===== config.mk =====
export PLATFORM = sky130hd
export DESIGN_NAME = spi_bus_monitor
export DESIGN_NICKNAME = d
export VERILOG_FILES = /design/src/rtl/spi_bus_monitor.sv
export SDC_FILE = /design/constraint.sdc
export NUM_CORES = 1
export LEC_CHECK = 0
export CAP_MARGIN = 20
export CELL_PAD_IN_SITES_DETAIL_PLACEMENT = 0
export CELL_PAD_IN_SITES_GLOBAL_PLACEMENT = 1
export CORE_UTILIZATION = 44
export DETAILED_ROUTE_END_ITERATION = 7
export GPL_TIMING_DRIVEN = 0
export PLACE_DENSITY = 0.81
export RECOVER_POWER = 25
export SLEW_MARGIN = 5
export SYNTH_ARGS = -nofsm -noshare
export SYNTH_HDL_FRONTEND = slang
export SYNTH_SLANG_ARGS = --single-unit

===== constraint.sdc =====
create_clock -name clk -period 5.2 [get_ports clk]
set_input_delay 1.3 -clock clk [delete_from_list [all_inputs] [get_ports clk]]
set_output_delay 1.3 -clock clk [all_outputs]
set_load 0.02 [all_outputs]

===== src/rtl/spi_bus_monitor.sv =====
module spi_bus_monitor #(
  parameter int MAXW = 32,
  parameter int CNTW = 16,
  localparam int LW = (MAXW > 1) ? $clog2(MAXW) : 1
) (
  input  logic            clk,
  input  logic            rst_n,
  input  logic            sck_i,
  input  logic            cs_i,
  input  logic            mosi_i,
  input  logic            miso_i,
  input  logic            cfg_cpol,
  input  logic            cfg_cpha,
  input  logic            cfg_lsb_first,
  input  logic            cfg_cs_act_high,
  input  logic [LW-1:0]   cfg_len_m1,
  output logic            word_valid,
  output logic [MAXW-1:0] word_mosi,
  output logic [MAXW-1:0] word_miso,
  output logic            word_cs_warn,
  output logic [CNTW-1:0] word_count,
  output logic            cs_evt,
  output logic            cs_evt_prev,
  output logic            cs_evt_new
);

  logic [1:0] sck_sy, cs_sy, mosi_sy, miso_sy;
  logic       sck_s, cs_s, mosi_s, miso_s;
  logic       sck_prev, cs_prev;

  always_ff @(posedge clk or negedge rst_n) begin
    if (!rst_n) begin
      sck_sy  <= 2'b11;
      cs_sy   <= 2'b11;
      mosi_sy <= 2'b00;
      miso_sy <= 2'b00;
    end else begin
      sck_sy  <= {sck_sy[0], sck_i};
      cs_sy   <= {cs_sy[0], cs_i};
      mosi_sy <= {mosi_sy[0], mosi_i};
      miso_sy <= {miso_sy[0], miso_i};
    end
  end

  assign sck_s  = sck_sy[1];
  assign cs_s   = cs_sy[1];
  assign mosi_s = mosi_sy[1];
  assign miso_s = miso_sy[1];

  logic [LW-1:0] bcnt, len_q;
  logic          cpol_q, cpha_q, lsb_q, csh_q;
  logic          idle;

  assign idle = (bcnt == '0);

  logic          cpol_e, cpha_e, lsb_e, csh_e;
  logic [LW-1:0] len_e;

  assign cpol_e = idle ? cfg_cpol        : cpol_q;
  assign cpha_e = idle ? cfg_cpha        : cpha_q;
  assign lsb_e  = idle ? cfg_lsb_first   : lsb_q;
  assign csh_e  = idle ? cfg_cs_act_high : csh_q;
  assign len_e  = idle ? cfg_len_m1      : len_q;

  always_ff @(posedge clk or negedge rst_n) begin
    if (!rst_n) begin
      cpol_q <= 1'b0;
      cpha_q <= 1'b0;
      lsb_q  <= 1'b0;
      csh_q  <= 1'b0;
      len_q  <= '0;
    end else if (idle) begin
      cpol_q <= cfg_cpol;
      cpha_q <= cfg_cpha;
      lsb_q  <= cfg_lsb_first;
      csh_q  <= cfg_cs_act_high;
      len_q  <= cfg_len_m1;
    end
  end

  logic rise, fall, take, last, cs_off;
  logic [LW-1:0]   pos;
  logic [MAXW-1:0] mosi_acc, miso_acc, mosi_nx, miso_nx;
  logic            warn_q, warn_nx;

  assign rise    = sck_s & ~sck_prev;
  assign fall    = ~sck_s & sck_prev;
  assign take    = (cpol_e ^ cpha_e) ? fall : rise;
  assign last    = (bcnt == len_e);
  assign pos     = lsb_e ? bcnt : (len_e - bcnt);
  assign mosi_nx = mosi_acc | ({{(MAXW-1){1'b0}}, mosi_s} << pos);
  assign miso_nx = miso_acc | ({{(MAXW-1){1'b0}}, miso_s} << pos);
  assign cs_off  = csh_e ? ~cs_s : cs_s;
  assign warn_nx = warn_q | cs_off;

  always_ff @(posedge clk or negedge rst_n) begin
    if (!rst_n) begin
      sck_prev     <= 1'b1;
      bcnt         <= '0;
      mosi_acc     <= '0;
      miso_acc     <= '0;
      warn_q       <= 1'b0;
      word_valid   <= 1'b0;
      word_mosi    <= '0;
      word_miso    <= '0;
      word_cs_warn <= 1'b0;
      word_count   <= '0;
    end else begin
      sck_prev   <= sck_s;
      word_valid <= 1'b0;
      if (take) begin
        if (last) begin
          word_valid   <= 1'b1;
          word_mosi    <= mosi_nx;
          word_miso    <= miso_nx;
          word_cs_warn <= warn_nx;
          word_count   <= word_count + 1'b1;
          bcnt         <= '0;
          mosi_acc     <= '0;
          miso_acc     <= '0;
          warn_q       <= 1'b0;
        end else begin
          bcnt     <= bcnt + 1'b1;
          mosi_acc <= mosi_nx;
          miso_acc <= miso_nx;
          warn_q   <= warn_nx;
        end
      end
    end
  end

  always_ff @(posedge clk or negedge rst_n) begin
    if (!rst_n) begin
      cs_prev     <= 1'b1;
      cs_evt      <= 1'b0;
      cs_evt_prev <= 1'b1;
      cs_evt_new  <= 1'b1;
    end else begin
      cs_prev <= cs_s;
      cs_evt  <= (cs_s != cs_prev);
      if (cs_s != cs_prev) begin
        cs_evt_prev <= cs_prev;
        cs_evt_new  <= cs_s;
      end
    end
  end

endmodule


### Word level (Yosys, flattened, before mapping)

Index checks and enable logic that the tools add are counted.

* word-level logic and storage cells: 55
* bits of input ports: 15
* memory bits (read-only): 0
* output and inout bits: 85
* memories: 0
* bits in registers: 174
* memory bits (writable): 0
* bits in latches: 0

* mux-type cells: 14
* divide/modulo/power cells: 0
* reduce and logical (&&, ||, !) cells: 2
* shift operators: 2
* $lt $le $gt $ge: 0
* add/sub/neg operators: 3
* bitwise logic cells: 9
* equality and inequality tests: 2
* multipliers: 0

Operator list (number)
* $mux 32: 2
* $or 32x32->32: 2
* $shl 1x5->32: 2
* $add 16x1->16 const B: 1
* $mux 5: 3
* $mux 1: 9
* $add 5x1->5 const B: 1
* $eq 5x5->1: 1
* $logic_not 5->1: 1
* $sub 5x5->5: 1
* $not 1->1: 3
* $and 1x1->1: 2
* $reduce_and 2->1: 1
* $ne 1x1->1: 1
* $or 1x1->1: 1
* $xor 1x1->1: 1

### Longest topological paths before layout

* word-level depth: 7
* depth in mapped cells: 17
* depth with buffers taken out: 12

### Worst setup path before layout

OpenSTA, ideal clock, no wires.

* kind: reg-to-reg
* start: register bcnt[0]
* end: register miso_acc[12]
* library setup time: 0.066 ns
* period minus slack after synthesis: 4.062 ns
* stages on the path, launching flop included: 16
* path slack: 1.138 ns
* arrival: 3.996 ns
* required time: 5.134 ns
* path buffers: 4
* path through: dfrtp_1 > clkbuf_1 > clkbuf_1 > inv_1 > ha_1 > nor4b_4 > buf_2 > mux2_2 > ha_1 > nor2b_1 > o21a_1 > o21a_1 > o32ai_1 > o21a_1 > clkbuf_1 > a22o_1

* word-level cells in the longest chain between the ends: 7
* elaborated cells between the ends (all ways): 13
* those cells by class: add/sub (1); eq/ne (1); shift (1); mux (7); bitwise (2); reduce/logical (1)

RTL lines
* start: declaration: line 50 `logic [LW-1:0] bcnt, len_q;`
* start signal: assignment: line 123 `bcnt <= bcnt + 1'b1;`
* $logic_not 5->1 *: line 54 `assign idle = (bcnt == '0);`
* $mux 5 *
* via len_e[2]: line 57 `logic [LW-1:0] len_e;`
* $sub 5x5->5: line 90 `assign pos = lsb_e ? bcnt : (len_e - bcnt);`
* $mux 5: line 90
* $shl 1x5->32: line 92 `assign miso_nx = miso_acc | ({{(MAXW-1){1'b0}}, miso_s} << pos);`
* $or 32x32->32: line 92
* $mux 32 *: line 112 `if (last) begin`
* end signal: assignment: line 125 `miso_acc <= miso_nx;`
* end: declaration: line 83 `logic [MAXW-1:0] mosi_acc, miso_acc, mosi_nx, miso_nx;`

The timed path passes the listed nets; every way through them passes the cells marked *.
A chain may end at the register's enable or synchronous reset.

### Worst setup path after layout

* start: register bcnt[0]
* end: register miso_acc[22]

The elaborated chain is that of the path after synthesis.

==> impl_metrics.ini <==
[run_status]
outcome = complete, but fails checks
violations = max-capacitance violations, max-slew violations

[critical_path]
cp.required_ns = 5.52
setup.worst_path.start_class = flip-flop
worstSetupStartpoint = bcnt[0]$_DFFE_PN0P_
arrival_ns = 5.22
worst-setup-path-type = reg -> reg
rrSetupSlack_ns = 0.31
setup.worst_path.end_class = flip-flop
reg2reg_depth = 14
timing.rr.end = miso_acc[22]$_DFFE_PN0P_
timing.rr.start = bcnt[0]$_DFFE_PN0P_
worstPathMaxFanout = 10
critical_path.endpoint = miso_acc[22]$_DFFE_PN0P_

[sta]
period_needed_ns = 4.89
layout_worst_path_cycle_share_pct = 94.1
finalClockSkew_ns = 0.00591
setup-violations-final = 0
maxSlewViolCount = 64
achievable-frequency_mhz = 204
finalHoldViolCount = 0
timing_worst_slew_pin_value_ns = 3.33
final.setup.worst_slack_ns = 0.306
rsz_0062_raised_after_global_routing = false
timing.slew.headroom_pct = -122
hold-worst-slack_ns = 0.349

[synthesis]
ys_ff_latch = 174
synth.yosys.seq_area_share_pct = 58.2
post_synth_main_area_contributors = dfrtp_1 55%, mux2i_1 8.5%, a22o_1 7.6%, dfstp_2 2.8%, o21ai_1 2.5%
syn_avg_cell_area_um2 = 12.0
netlist_instances = 625
synthesis.yosys.warnings = 0
synthesized_net_count = 647
postSynth.topFlopCell = dfrtp_1
post_synth_edffs = 0
yosysTopAreaCellShare_pct = 55.4
netlist.top_cell.by_area = dfrtp_1
syn_area_mm2 = 0.00750
async_reset_ff_share_pct = 100
synth_cell_types = 51

[routing]
drt_wl_total_mm = 19.4
wl_per_cell_um = 19.8
post-route-drc-count = 0
dr_total_vias = 5571
detailedRoute.firstPassIterationCount = 5
post_drt_antenna_nets = 0
initialDrtViolationCount = 391
vias_per_cell = 5.69

[job]
drv_cap = 1

[final_layout]
layout.cell_area.non_filler_mm2 = 0.00941
diode_count = 0
final_common_cell = dfrtp_1
syn2layout_area_growth_pct = 25.4
filler_instances = 1392
seq_area_mm2 = 0.00436
layout_common_cells = 166 x dfrtp_1, 94 x clkdlybuf4s50_1, 65 x a22o_1, 64 x mux2i_1, 36 x o21ai_1
drive_gt1_share_pct = 11.2
finish.net_count = 768
finalNonFillerCells = 979
area_of_the_multi_input_gates_mm2 = 0.00295

[die]
io_pins = 100
placeableCoreArea_mm2 = 0.0166
rows = 47
die_x_um = 133
initial_core_util_pct = 45.2
die_h_um = 133
die-area_mm2 = 0.0176

[global_routing]
overflow = 0
grt_max_degree = 112
global_route_wire_length_before_repair_mm = 31.5
grt_util_all_layers_pct = 23.3
grt_antenna_before_repair = 0
grt_pass1_vias = 5735

[clock_tree]
clk_pin_slew_worst_paths_ns = 0.07
cts_htree_levels = 4
ctsRootBufferMaster = clkbuf_16
worstSkewPairLatency_ns = 0.44
clock_tree_from_tritoncts = done
max-clock-path-buffers = 2
cts-hold-fix-buffers = 0
clock_sink_count = 174
tritoncts.num_buffers = 17

[hold_path]
hold_path.class = reg -> reg
hold_depth = 0

[place]
pre_cts_ws_ns = 0.0692
detailed_place.area_mm2 = 0.00880
place_inst = 945
port_buffers = 99
hpwlAfterDp_mm = 13.6
gp_congestion = 0.868

[power_and_ir_drop]
ir_worst_vdd_mv = 0.336
power_density_mw_per_mm2 = 477
leakagePower_uw = 0.00446
==> area by class of cell <==
| type | instances | area share [%] |
|---|---|---|
| flip-flops and latches | 174 | 46.4 |
| multi-input cells | 406 | 31.4 |
| repair buffers | 102 | 10.9 |
| clock buffers | 19 | 4.81 |
| well taps | 220 | 2.93 |
| plain buffers | 34 | 1.76 |
| clock inverters | 13 | 1.38 |
| inverters | 11 | 0.439 |
==> how the worst min path moves through the flow <==
stage               slack, ns                   end            startpoint
CTS                      0.35  mosi_sy[1]$_DFF_PN0_  mosi_sy[0]$_DFF_PN0_
global route             0.36  mosi_sy[1]$_DFF_PN0_  mosi_sy[0]$_DFF_PN0_
global placement         0.33  miso_sy[1]$_DFF_PN0_  miso_sy[0]$_DFF_PN0_
floorplan                0.33  miso_sy[1]$_DFF_PN0_  miso_sy[0]$_DFF_PN0_
detailed placement       0.34  mosi_sy[1]$_DFF_PN0_  mosi_sy[0]$_DFF_PN0_
finish                   0.35  mosi_sy[1]$_DFF_PN0_  mosi_sy[0]$_DFF_PN0_
==> cells by family (layout without fill, tap and decap cells) <==
logic type               count (synthesis)  in the layout  synth area share (%)
AO/OA/AOI/OAI                          164            164                  15.2
buffers and inverters                   45            179                  2.69
AND/OR/NAND/NOR                        138            138                  9.84
multiplexers                            73             73                  9.94
flip-flops                             174            174                  58.2
adder cells (fa/ha/maj)                  8              8                  1.40
XOR/XNOR                                23             23                  2.69
==> critical path: stages, from the launching register on <==
cell,delay (ns)
dfrtp_1,0.35
clkbuf_1,0.31
clkbuf_1,0.44
inv_1,0.22
ha_1,0.28
nor4b_4,0.14
buf_2,0.21
mux2_2,0.33
ha_1,0.39
and2_1,0.24
nand3b_4,0.13
o21ai_1,0.68
clkbuf_1,0.55
nor3_1,0.24
a22o_1,0.26
==> sequential cells by signal, indices dropped and copies added, names as in the netlist, 2 cells and up <==
name        count
miso_acc       32
mosi_acc       32
word_miso      32
word_mosi      32
word_count     16
bcnt            5
len_q           5
cs_sy           2
miso_sy         2
mosi_sy         2
sck_sy          2
==> metal layers <==
metal,vias to the layer above,global-route usage [%],share of wire [%]
met1,2864,31.3,44
met4,0,7.73,1.7
met5,-,0,0
met2,149,38.4,49
li1,2532,-,-
met3,26,4.10,4.5
==> stage by stage <==
| step | util (%) | power, uW | TNS [ns] |
|---|---|---|---|
| after detailed placement | 53.1 | 3210 | 0 |
| final | 56.7 | 4490 | 0 |
| after floorplan | - | 2690 | 0 |
| after global placement | 52.9 | 3160 | -660.45 |
| after CTS | 56.6 | 4470 | 0 |
| after global routing | 56.7 | 4710 | 0 |
==> report_power, final <==
group	switching (uW)	internal, uW
Combinational	930	510
Sequential	174	1620
Clock	566	695
==> synth_stat cells, types with 6 or more instances <==
cell      instances
mux2_2            8
o21ai_1          37
nand3_1           9
or3_1            14
clkbuf_1         14
o21ai_0          30
dfrtp_1         166
nor3_1           25
ha_1              6
dfstp_2           8
o22ai_1           9
inv_1             9
nor2_1           30
nand2b_1          6
xnor2_1          14
mux2i_1          64
a22o_1           65
nand2_1          31
buf_2            14
xor2_1            9
==> repair_timing <==
item	4_1_cts	5_1_grt
hold endpoints to repair	0	0
endpoints found under the setup margin	0	55
gates resized for setup	0	11
buffers inserted	0	2
Note: power is estimated with default switching activity, not from simulation.
